--- config.mk ---
export PLATFORM = sky130hd
export DESIGN_NAME = sram_wait_ctrl
export DESIGN_NICKNAME = d
export VERILOG_FILES = /design/src/rtl/swc_pkg.sv /design/src/rtl/swc_cfg_reg.sv /design/src/rtl/swc_seq.sv /design/src/rtl/swc_datapath.sv /design/src/rtl/sram_wait_ctrl.sv
export SDC_FILE = /design/constraint.sdc
export NUM_CORES = 1
export LEC_CHECK = 0
export BUFFER_PORTS_ARGS = -buffer_cell sky130_fd_sc_hd__buf_2
export CAP_MARGIN = 20
export CELL_PAD_IN_SITES_DETAIL_PLACEMENT = 1
export CELL_PAD_IN_SITES_GLOBAL_PLACEMENT = 2
export CORE_MARGIN = 10
export CORE_UTILIZATION = 25
export DETAILED_ROUTE_END_ITERATION = 8
export PLACE_DENSITY = 0.85
export SLEW_MARGIN = 40
export SYNTH_ARGS = -nofsm -noshare
export SYNTH_HDL_FRONTEND = slang
export SYNTH_SLANG_ARGS = --single-unit
--- constraint.sdc ---
create_clock -name clk -period 2.1 [get_ports clk]
set_clock_uncertainty 0.15 [all_clocks]
set_input_delay 0.105 -clock clk [delete_from_list [all_inputs] [get_ports clk]]
set_output_delay 0.105 -clock clk [all_outputs]
set_load 0.01 [all_outputs]
--- src/rtl/swc_pkg.sv ---
// Shared definitions for the static memory wait-state controller.
// Assumes a 16-bit control word; field positions are fixed because
// software decodes them.
package swc_pkg;
    localparam int CFG_W      = 16;
    localparam int LEAD_W     = 2;
    localparam int TRAIL_W    = 3;
    localparam int ACT_W      = 4;
    localparam int LEAD_LSB   = 12;
    localparam int TRAIL_LSB  = 9;
    localparam int ACT_LSB    = 4;
    localparam int ENDIAN_BIT = 3;

    // Counter wide enough for the largest phase field
    localparam int CNT_W = (ACT_W >= TRAIL_W && ACT_W >= LEAD_W) ? ACT_W :
                           (TRAIL_W >= LEAD_W) ? TRAIL_W : LEAD_W;

    // Build a contiguous mask of w bits starting at lsb
    function automatic logic [CFG_W-1:0] field_mask(input int lsb, input int w);
        logic [CFG_W-1:0] m;
        m = '0;
        for (int i = 0; i < w; i++) m[lsb+i] = 1'b1;
        return m;
    endfunction

    localparam logic [CFG_W-1:0] WR_MASK = field_mask(LEAD_LSB, LEAD_W)
                                         | field_mask(TRAIL_LSB, TRAIL_W)
                                         | field_mask(ACT_LSB, ACT_W);

    typedef enum logic [1:0] {
        PH_IDLE   = 2'd0,
        PH_LEAD   = 2'd1,
        PH_ACTIVE = 2'd2,
        PH_TRAIL  = 2'd3
    } phase_e;

    typedef struct packed {
        logic [LEAD_W-1:0]  lead;
        logic [TRAIL_W-1:0] trail;
        logic [ACT_W-1:0]   active;
    } timing_t;
endpackage

--- src/rtl/swc_cfg_reg.sv ---
// Control word storage. Holds only the writable timing fields; reserved
// bits are never stored, so they read as zero. A write lands only when
// the privilege qualifier is high. Assumes full 16-bit writes.
module swc_cfg_reg
    import swc_pkg::*;
(
    input  logic             clk,
    input  logic             rst_n,
    input  logic             wr_en,
    input  logic             priv,
    input  logic [CFG_W-1:0] wdata,
    input  logic             endian_le,
    output logic [CFG_W-1:0] rdata,
    output timing_t          timing_o
);
    logic [CFG_W-1:0] word_q;

    // Store the writable fields of a privileged write
    always_ff @(posedge clk) begin
        if (!rst_n) begin
            word_q <= '0;
        end else if (wr_en && priv) begin
            word_q <= wdata & WR_MASK;
        end
    end

    // Read-back: stored fields plus the live byte-order strap
    always_comb begin
        rdata = word_q | (CFG_W'(endian_le) << ENDIAN_BIT);
    end

    // Split the stored word into its timing fields
    always_comb begin
        timing_o.lead   = word_q[LEAD_LSB  +: LEAD_W];
        timing_o.trail  = word_q[TRAIL_LSB +: TRAIL_W];
        timing_o.active = word_q[ACT_LSB   +: ACT_W];
    end
endmodule

--- src/rtl/swc_seq.sv ---
// Phase sequencer. On start it snapshots the active and trailing counts
// so that control writes during an access affect only later accesses.
// Setup delay applies to writes only. Assumes start is asserted only
// while idle.
module swc_seq
    import swc_pkg::*;
(
    input  logic    clk,
    input  logic    rst_n,
    input  logic    start,
    input  logic    start_write,
    input  timing_t timing_i,
    output phase_e  phase_o,
    output logic    last_active_o,
    output logic    idle_o
);
    phase_e             phase_q, phase_d;
    logic [CNT_W-1:0]   cnt_q, cnt_d;
    logic [ACT_W-1:0]   act_q;
    logic [TRAIL_W-1:0] trail_q;

    // Snapshot active and trailing counts at acceptance
    always_ff @(posedge clk) begin
        if (!rst_n) begin
            act_q   <= '0;
            trail_q <= '0;
        end else if (start) begin
            act_q   <= timing_i.active;
            trail_q <= timing_i.trail;
        end
    end

    // Next phase and remaining-cycle count
    always_comb begin
        phase_d = phase_q;
        cnt_d   = cnt_q;
        unique case (phase_q)
            PH_IDLE: begin
                if (start) begin
                    if (start_write && timing_i.lead != '0) begin
                        phase_d = PH_LEAD;
                        cnt_d   = CNT_W'(timing_i.lead) - CNT_W'(1);
                    end else begin
                        phase_d = PH_ACTIVE;
                        cnt_d   = CNT_W'(timing_i.active);
                    end
                end
            end
            PH_LEAD: begin
                if (cnt_q == '0) begin
                    phase_d = PH_ACTIVE;
                    cnt_d   = CNT_W'(act_q);
                end else begin
                    cnt_d = cnt_q - CNT_W'(1);
                end
            end
            PH_ACTIVE: begin
                if (cnt_q == '0) begin
                    if (trail_q != '0) begin
                        phase_d = PH_TRAIL;
                        cnt_d   = CNT_W'(trail_q) - CNT_W'(1);
                    end else begin
                        phase_d = PH_IDLE;
                    end
                end else begin
                    cnt_d = cnt_q - CNT_W'(1);
                end
            end
            PH_TRAIL: begin
                if (cnt_q == '0) phase_d = PH_IDLE;
                else             cnt_d   = cnt_q - CNT_W'(1);
            end
            default: phase_d = PH_IDLE;
        endcase
    end

    // Phase and count registers
    always_ff @(posedge clk) begin
        if (!rst_n) begin
            phase_q <= PH_IDLE;
            cnt_q   <= '0;
        end else begin
            phase_q <= phase_d;
            cnt_q   <= cnt_d;
        end
    end

    assign phase_o       = phase_q;
    assign last_active_o = (phase_q == PH_ACTIVE) && (cnt_q == '0);
    assign idle_o        = (phase_q == PH_IDLE);
endmodule

--- src/rtl/swc_datapath.sv ---
// Address and data path plus strobe decode. Latches the request on
// start, drives it for the whole selected window, captures read data
// on the last active cycle and raises done for one cycle afterwards.
// Assumes phase comes from registers, so the strobes are glitch-free.
module swc_datapath
    import swc_pkg::*;
#(
    parameter int ADDR_W = 16,
    parameter int DATA_W = 16
) (
    input  logic              clk,
    input  logic              rst_n,
    input  logic              start,
    input  logic              req_write,
    input  logic [ADDR_W-1:0] req_addr,
    input  logic [DATA_W-1:0] req_wdata,
    input  phase_e            phase_i,
    input  logic              last_active_i,
    input  logic [DATA_W-1:0] mem_din,
    output logic [ADDR_W-1:0] mem_addr,
    output logic [DATA_W-1:0] mem_dout,
    output logic              mem_dout_en,
    output logic              mem_cs_n,
    output logic              mem_oe_n,
    output logic              mem_we_n,
    output logic [DATA_W-1:0] rd_data,
    output logic              done
);
    logic [ADDR_W-1:0] addr_q;
    logic [DATA_W-1:0] wdata_q;
    logic              wr_q;
    logic [DATA_W-1:0] rdata_q;
    logic              done_q;
    logic              selected;

    // Hold the accepted request for the duration of the access
    always_ff @(posedge clk) begin
        if (!rst_n) begin
            addr_q  <= '0;
            wdata_q <= '0;
            wr_q    <= 1'b0;
        end else if (start) begin
            addr_q  <= req_addr;
            wdata_q <= req_wdata;
            wr_q    <= req_write;
        end
    end

    // Capture read data on the last active cycle and flag completion
    always_ff @(posedge clk) begin
        if (!rst_n) begin
            rdata_q <= '0;
            done_q  <= 1'b0;
        end else begin
            if (last_active_i && !wr_q) rdata_q <= mem_din;
            done_q <= last_active_i;
        end
    end

    // Strobe decode from the current phase
    always_comb begin
        selected    = (phase_i == PH_LEAD) || (phase_i == PH_ACTIVE);
        mem_cs_n    = !selected;
        mem_oe_n    = !((phase_i == PH_ACTIVE) && !wr_q);
        mem_we_n    = !((phase_i == PH_ACTIVE) && wr_q);
        mem_dout_en = selected && wr_q;
    end

    assign mem_addr = addr_q;
    assign mem_dout = wdata_q;
    assign rd_data  = rdata_q;
    assign done     = done_q;
endmodule

--- src/rtl/sram_wait_ctrl.sv ---
// Top of the static memory wait-state controller for one chip-select
// region. Accepts a request while ready, runs setup / active / trailing
// phases from the control word, returns read data with a done pulse.
// Assumes the requester drops req_valid once the request is taken.
module sram_wait_ctrl
    import swc_pkg::*;
#(
    parameter int ADDR_W = 16,
    parameter int DATA_W = 16
) (
    input  logic              clk,
    input  logic              rst_n,
    input  logic              cfg_wr_en,
    input  logic              cfg_priv,
    input  logic [CFG_W-1:0]  cfg_wdata,
    output logic [CFG_W-1:0]  cfg_rdata,
    input  logic              endian_le,
    input  logic              req_valid,
    input  logic              req_write,
    input  logic [ADDR_W-1:0] req_addr,
    input  logic [DATA_W-1:0] req_wdata,
    output logic              ready,
    output logic              done,
    output logic [DATA_W-1:0] rd_data,
    output logic              mem_cs_n,
    output logic              mem_oe_n,
    output logic              mem_we_n,
    output logic [ADDR_W-1:0] mem_addr,
    output logic [DATA_W-1:0] mem_dout,
    output logic              mem_dout_en,
    input  logic [DATA_W-1:0] mem_din
);
    timing_t timing;
    phase_e  phase;
    logic    last_active;
    logic    idle;
    logic    start;

    // Accept a request only while idle
    assign start = req_valid && idle;
    assign ready = idle;

    swc_cfg_reg u_cfg (
        .clk       (clk),
        .rst_n     (rst_n),
        .wr_en     (cfg_wr_en),
        .priv      (cfg_priv),
        .wdata     (cfg_wdata),
        .endian_le (endian_le),
        .rdata     (cfg_rdata),
        .timing_o  (timing)
    );

    swc_seq u_seq (
        .clk           (clk),
        .rst_n         (rst_n),
        .start         (start),
        .start_write   (req_write),
        .timing_i      (timing),
        .phase_o       (phase),
        .last_active_o (last_active),
        .idle_o        (idle)
    );

    swc_datapath #(
        .ADDR_W (ADDR_W),
        .DATA_W (DATA_W)
    ) u_dp (
        .clk           (clk),
        .rst_n         (rst_n),
        .start         (start),
        .req_write     (req_write),
        .req_addr      (req_addr),
        .req_wdata     (req_wdata),
        .phase_i       (phase),
        .last_active_i (last_active),
        .mem_din       (mem_din),
        .mem_addr      (mem_addr),
        .mem_dout      (mem_dout),
        .mem_dout_en   (mem_dout_en),
        .mem_cs_n      (mem_cs_n),
        .mem_oe_n      (mem_oe_n),
        .mem_we_n      (mem_we_n),
        .rd_data       (rd_data),
        .done          (done)
    );
endmodule

==> metrics.md <==
| Metric | Value |
|---|---|
| Status | complete, no violations |
| Max rail drop VDD | 0.342 mV |
| Share of layout cells above drive strength 1 | a little over a quarter |
| Nature of the critical path endpoint | flip-flop |
| Vias in the first global route | 3542 |
| Synth Area in Compound Gates | 21.6% |
| DRT iter0 DRCs | 106 |
| Max Fclk | 0.507 GHz |
| Multiplexer area fraction after synthesis | 0% |
| Post-synth EDFFs | 0 |
| DIE AREA | ~18000 um2 |
| Hold Vio Cnt, Final | 0 |
| Multi-input gate area | about 1600 um2 |
| Max Slew Vio Count | 0 |
| Initial Util | 25.9% |
| Grt ovf | 0 |
| Rows | 40 |
| Layout area overhead | 56.5% |
| # nets final | between 600 and 700 |
| Synth Instances | around 380 |
| Via total after detailed routing | roughly 3300 |
| Initial antenna violation count | 1 |
| Power Dens Cells | 1060 nW/um2 |
| Commonest register cell after synthesis | dfxtp_1 |
| Xor/xnor cell area share of the yosys netlist | 0.555% |
| DRC errors left | 0 |
| CTS tree | built |
| TritonRoute pass-1 iters | 4 |
| Setup_tns | 0 ps |
| First-pass GRT wire length | approximately 19 mm |
| Crit path kind | flip-flop to flip-flop |
| Yosys reg bits | slightly above 70 |
| Gpl congestion | 0.818 |
| Max FO, Critical Path | 3 |
| Max Root-Sink Buffers | 2 |
| Clock sinks | 72 |
| Reg area | about 1400 um2 |
| IO Port Bufs | 125 |
| Clk slew on worst S/H paths | 50 ps |
| Main combinational cell family by area after synthesis | simple AND/OR/NAND/NOR gates |
| Post-route ant nets | 0 |
| I/O pins | roughly 140 |
| Netlist cell types | 43 |
| Mapped Avg Cell Area | a little over 8 um2 |
| Detailed placer's ending HPWL | 7.81 mm |
| Register area share after synthesis | 45.6% |
| Wirelength per Cell | 16.0 um |
| Synth Area in Adders | 3.57% |
| Final setup viols | 0 |
| WL final | 11.9 mm |
| Largest net degree at the start of global routing | 41 |
| Die Width | roughly 130 um |
| Relative slew margins | between 60% and 70% |
| Clock buffer count from CTS | 9 |
| Global Route Usage Sum | 13.6% |
| Vias per cell | between 4 and 5 |
| RSZ-0062 raised after global routing | false |
| Synth warn | 0 |
| Hold/Removal Path Class | input port to flip-flop |
| Async SR Flop Fraction | 0% |
| Simple-gate portion of the synthesized area | 22.1% |
| Fillcell total | ~1500 |
| H-tree levels | 3 |
| Post-route minimum period | 1970 ps |
| Post-Syn Area | approximately 3200 um2 |
| Die height | around 130 um |
| Crit path arrival time | approximately 2000 ps |
| LEAKAGE | 0.00215 uW |
| Period utilization | 94.0% |
| Required time of the critical path | ~2200 ps |
| Final instance area | 4940 um2 |
| Tightest Pin Transition | 591 ps |
| Dpl cell area | ~4000 um2 |
| Worst skew pair latency | 340 ps |
| Setup crit start kind | flip-flop |
| CTS Root Cell | clkbuf_16 |
| Core footprint | ~12000 um2 |
| Max_cap viols | 0 |
## sequential cells by signal (all words and copies together), names as in the netlist, 2 cells and up
signal and flops:
u_seq.act_q 4, u_seq.trail_q 3, u_dp.rd_data 16, u_cfg.word_q 9, u_dp.mem_addr 16, u_seq.phase_o 2
u_seq.cnt_q 4, u_dp.mem_dout 16
## placed cells by master (no fill, tap or decap), types with 3 or more instances in the layout
| cell type | synthesis | routed |
|---|---|---|
| nand3_1 | 13 | 13 |
| dlygate4sd3_1 | 0 | 64 |
| and2_1 | 3 | 3 |
| conb_1 | 1 | 6 |
| a21boi_0 | 56 | 56 |
| nand2b_1 | 3 | 3 |
| inv_1 | 14 | 14 |
| o21ai_0 | 3 | 3 |
| clkbuf_16 | 0 | 9 |
| clkbuf_1 | 20 | 3 |
| a21boi_1 | 10 | 10 |
| ha_1 | 9 | 9 |
| nor2_1 | 5 | 4 |
| dfxtp_1 | 72 | 72 |
| a21oi_1 | 3 | 3 |
| buf_4 | 7 | 7 |
| nand2_1 | 130 | 130 |
| buf_2 | 1 | 125 |
| buf_12 | 0 | 3 |
## per-stage QoR
step | setup WS [ps] | hold WS [ps] | std cells | utilization [%] | power (uW)
finish | 126 | 22.2 | 743 | 40.5 | 5230
global route | 16.9 | 33.5 | 743 | 40.5 | 5620
CTS | 135 | 0.522 | 742 | 40.3 | 5270
detailed placement | 159 | 60.1 | 662 | 32.6 | 3590
global placement | 173 | 60.1 | 662 | 32.6 | 3530
floorplan | 256 | 89.8 | 389 | - | 2870
## worst paths after layout
kind / depth (start not counted) / start / to / slack, ps
worst max-delay path: 7 / u_seq.trail_q[0] / u_seq.cnt_q[0] / 130
worst min-delay path: 3 / cfg_wr_en / u_cfg.word_q[5] / 20
worst max register to register: 7 / u_seq.trail_q[0] / u_seq.cnt_q[0] / 130
worst min register to register: 2 / u_dp.rd_data[10] / u_dp.rd_data[10] / 310
## cell usage after synthesis, types with 2 or more instances
| library cell | n | area [um2] |
|---|---|---|
| a21boi_0 | 56 | 420 |
| a21boi_1 | 10 | 75.1 |
| a21oi_1 | 3 | 15.0 |
| a22oi_1 | 3 | 22.5 |
| and2_1 | 3 | 18.8 |
| buf_4 | 7 | 52.6 |
| clkbuf_1 | 20 | 75.1 |
| dfxtp_1 | 72 | 1440 |
| ha_1 | 9 | 113 |
| inv_1 | 14 | 52.6 |
| nand2_1 | 130 | 488 |
| nand2b_1 | 3 | 18.8 |
| nand3_1 | 13 | 65.1 |
| nand3b_1 | 2 | 15.0 |
| nor2_1 | 5 | 18.8 |
| nor3_1 | 2 | 10.0 |
| o211a_1 | 2 | 20.0 |
| o21ai_0 | 3 | 15.0 |
| o22ai_1 | 2 | 12.5 |
| xnor2_1 | 2 | 17.5 |
## worst max-delay path, cell delays in order, from the launching register on
cell      delay [ps]
dfxtp_1          360
inv_1             70
ha_1             200
ha_1             200
a21o_1           210
and2_1           180
o41ai_1          390
a211oi_1          90
## repair_timing
action / in CTS / in global routing
gates resized for setup: 0 / 2
hold endpoints to repair: 58 / 0
hold buffers: 64 / 0
setup buffers: 0 / 0
endpoints found under the setup margin: 0 / 2
## metal layers
layer | track usage, % | part of all wire (%)
met1 | 14.4 | 42
met2 | 23.2 | 49
met3 | 5.75 | 7.1
met4 | 5.32 | 1.8
met5 | 0 | 0
## final cells by class
cell class | instances | share of cell area, %
multi-input cells | 273 | 31.5
flip-flops and latches | 72 | 29.2
repair buffers | 199 | 27.9
clock buffers | 14 | 5.34
well taps | 168 | 4.25
inverters | 14 | 1.06
clock inverters | 2 | 0.760
diodes | 1 | 0.0506
## power by group
group          internal, uW  leakage [uW]  switching, uW
clock                   986      0.000143            566
combinational           833       0.00142           1100
sequential             1600      0.000588            155
## cell families (layout without fill, tap and decap cells)
logic type,count (synthesis),after routing
AND/OR/NAND/NOR,165,165
XOR/XNOR,2,2
adder cells (fa/ha/maj),9,9
flip-flops,72,72
buffers and inverters,44,229
AO/OA/AOI/OAI,91,91
other,1,7
Note: power is estimated with default switching activity, not from simulation.
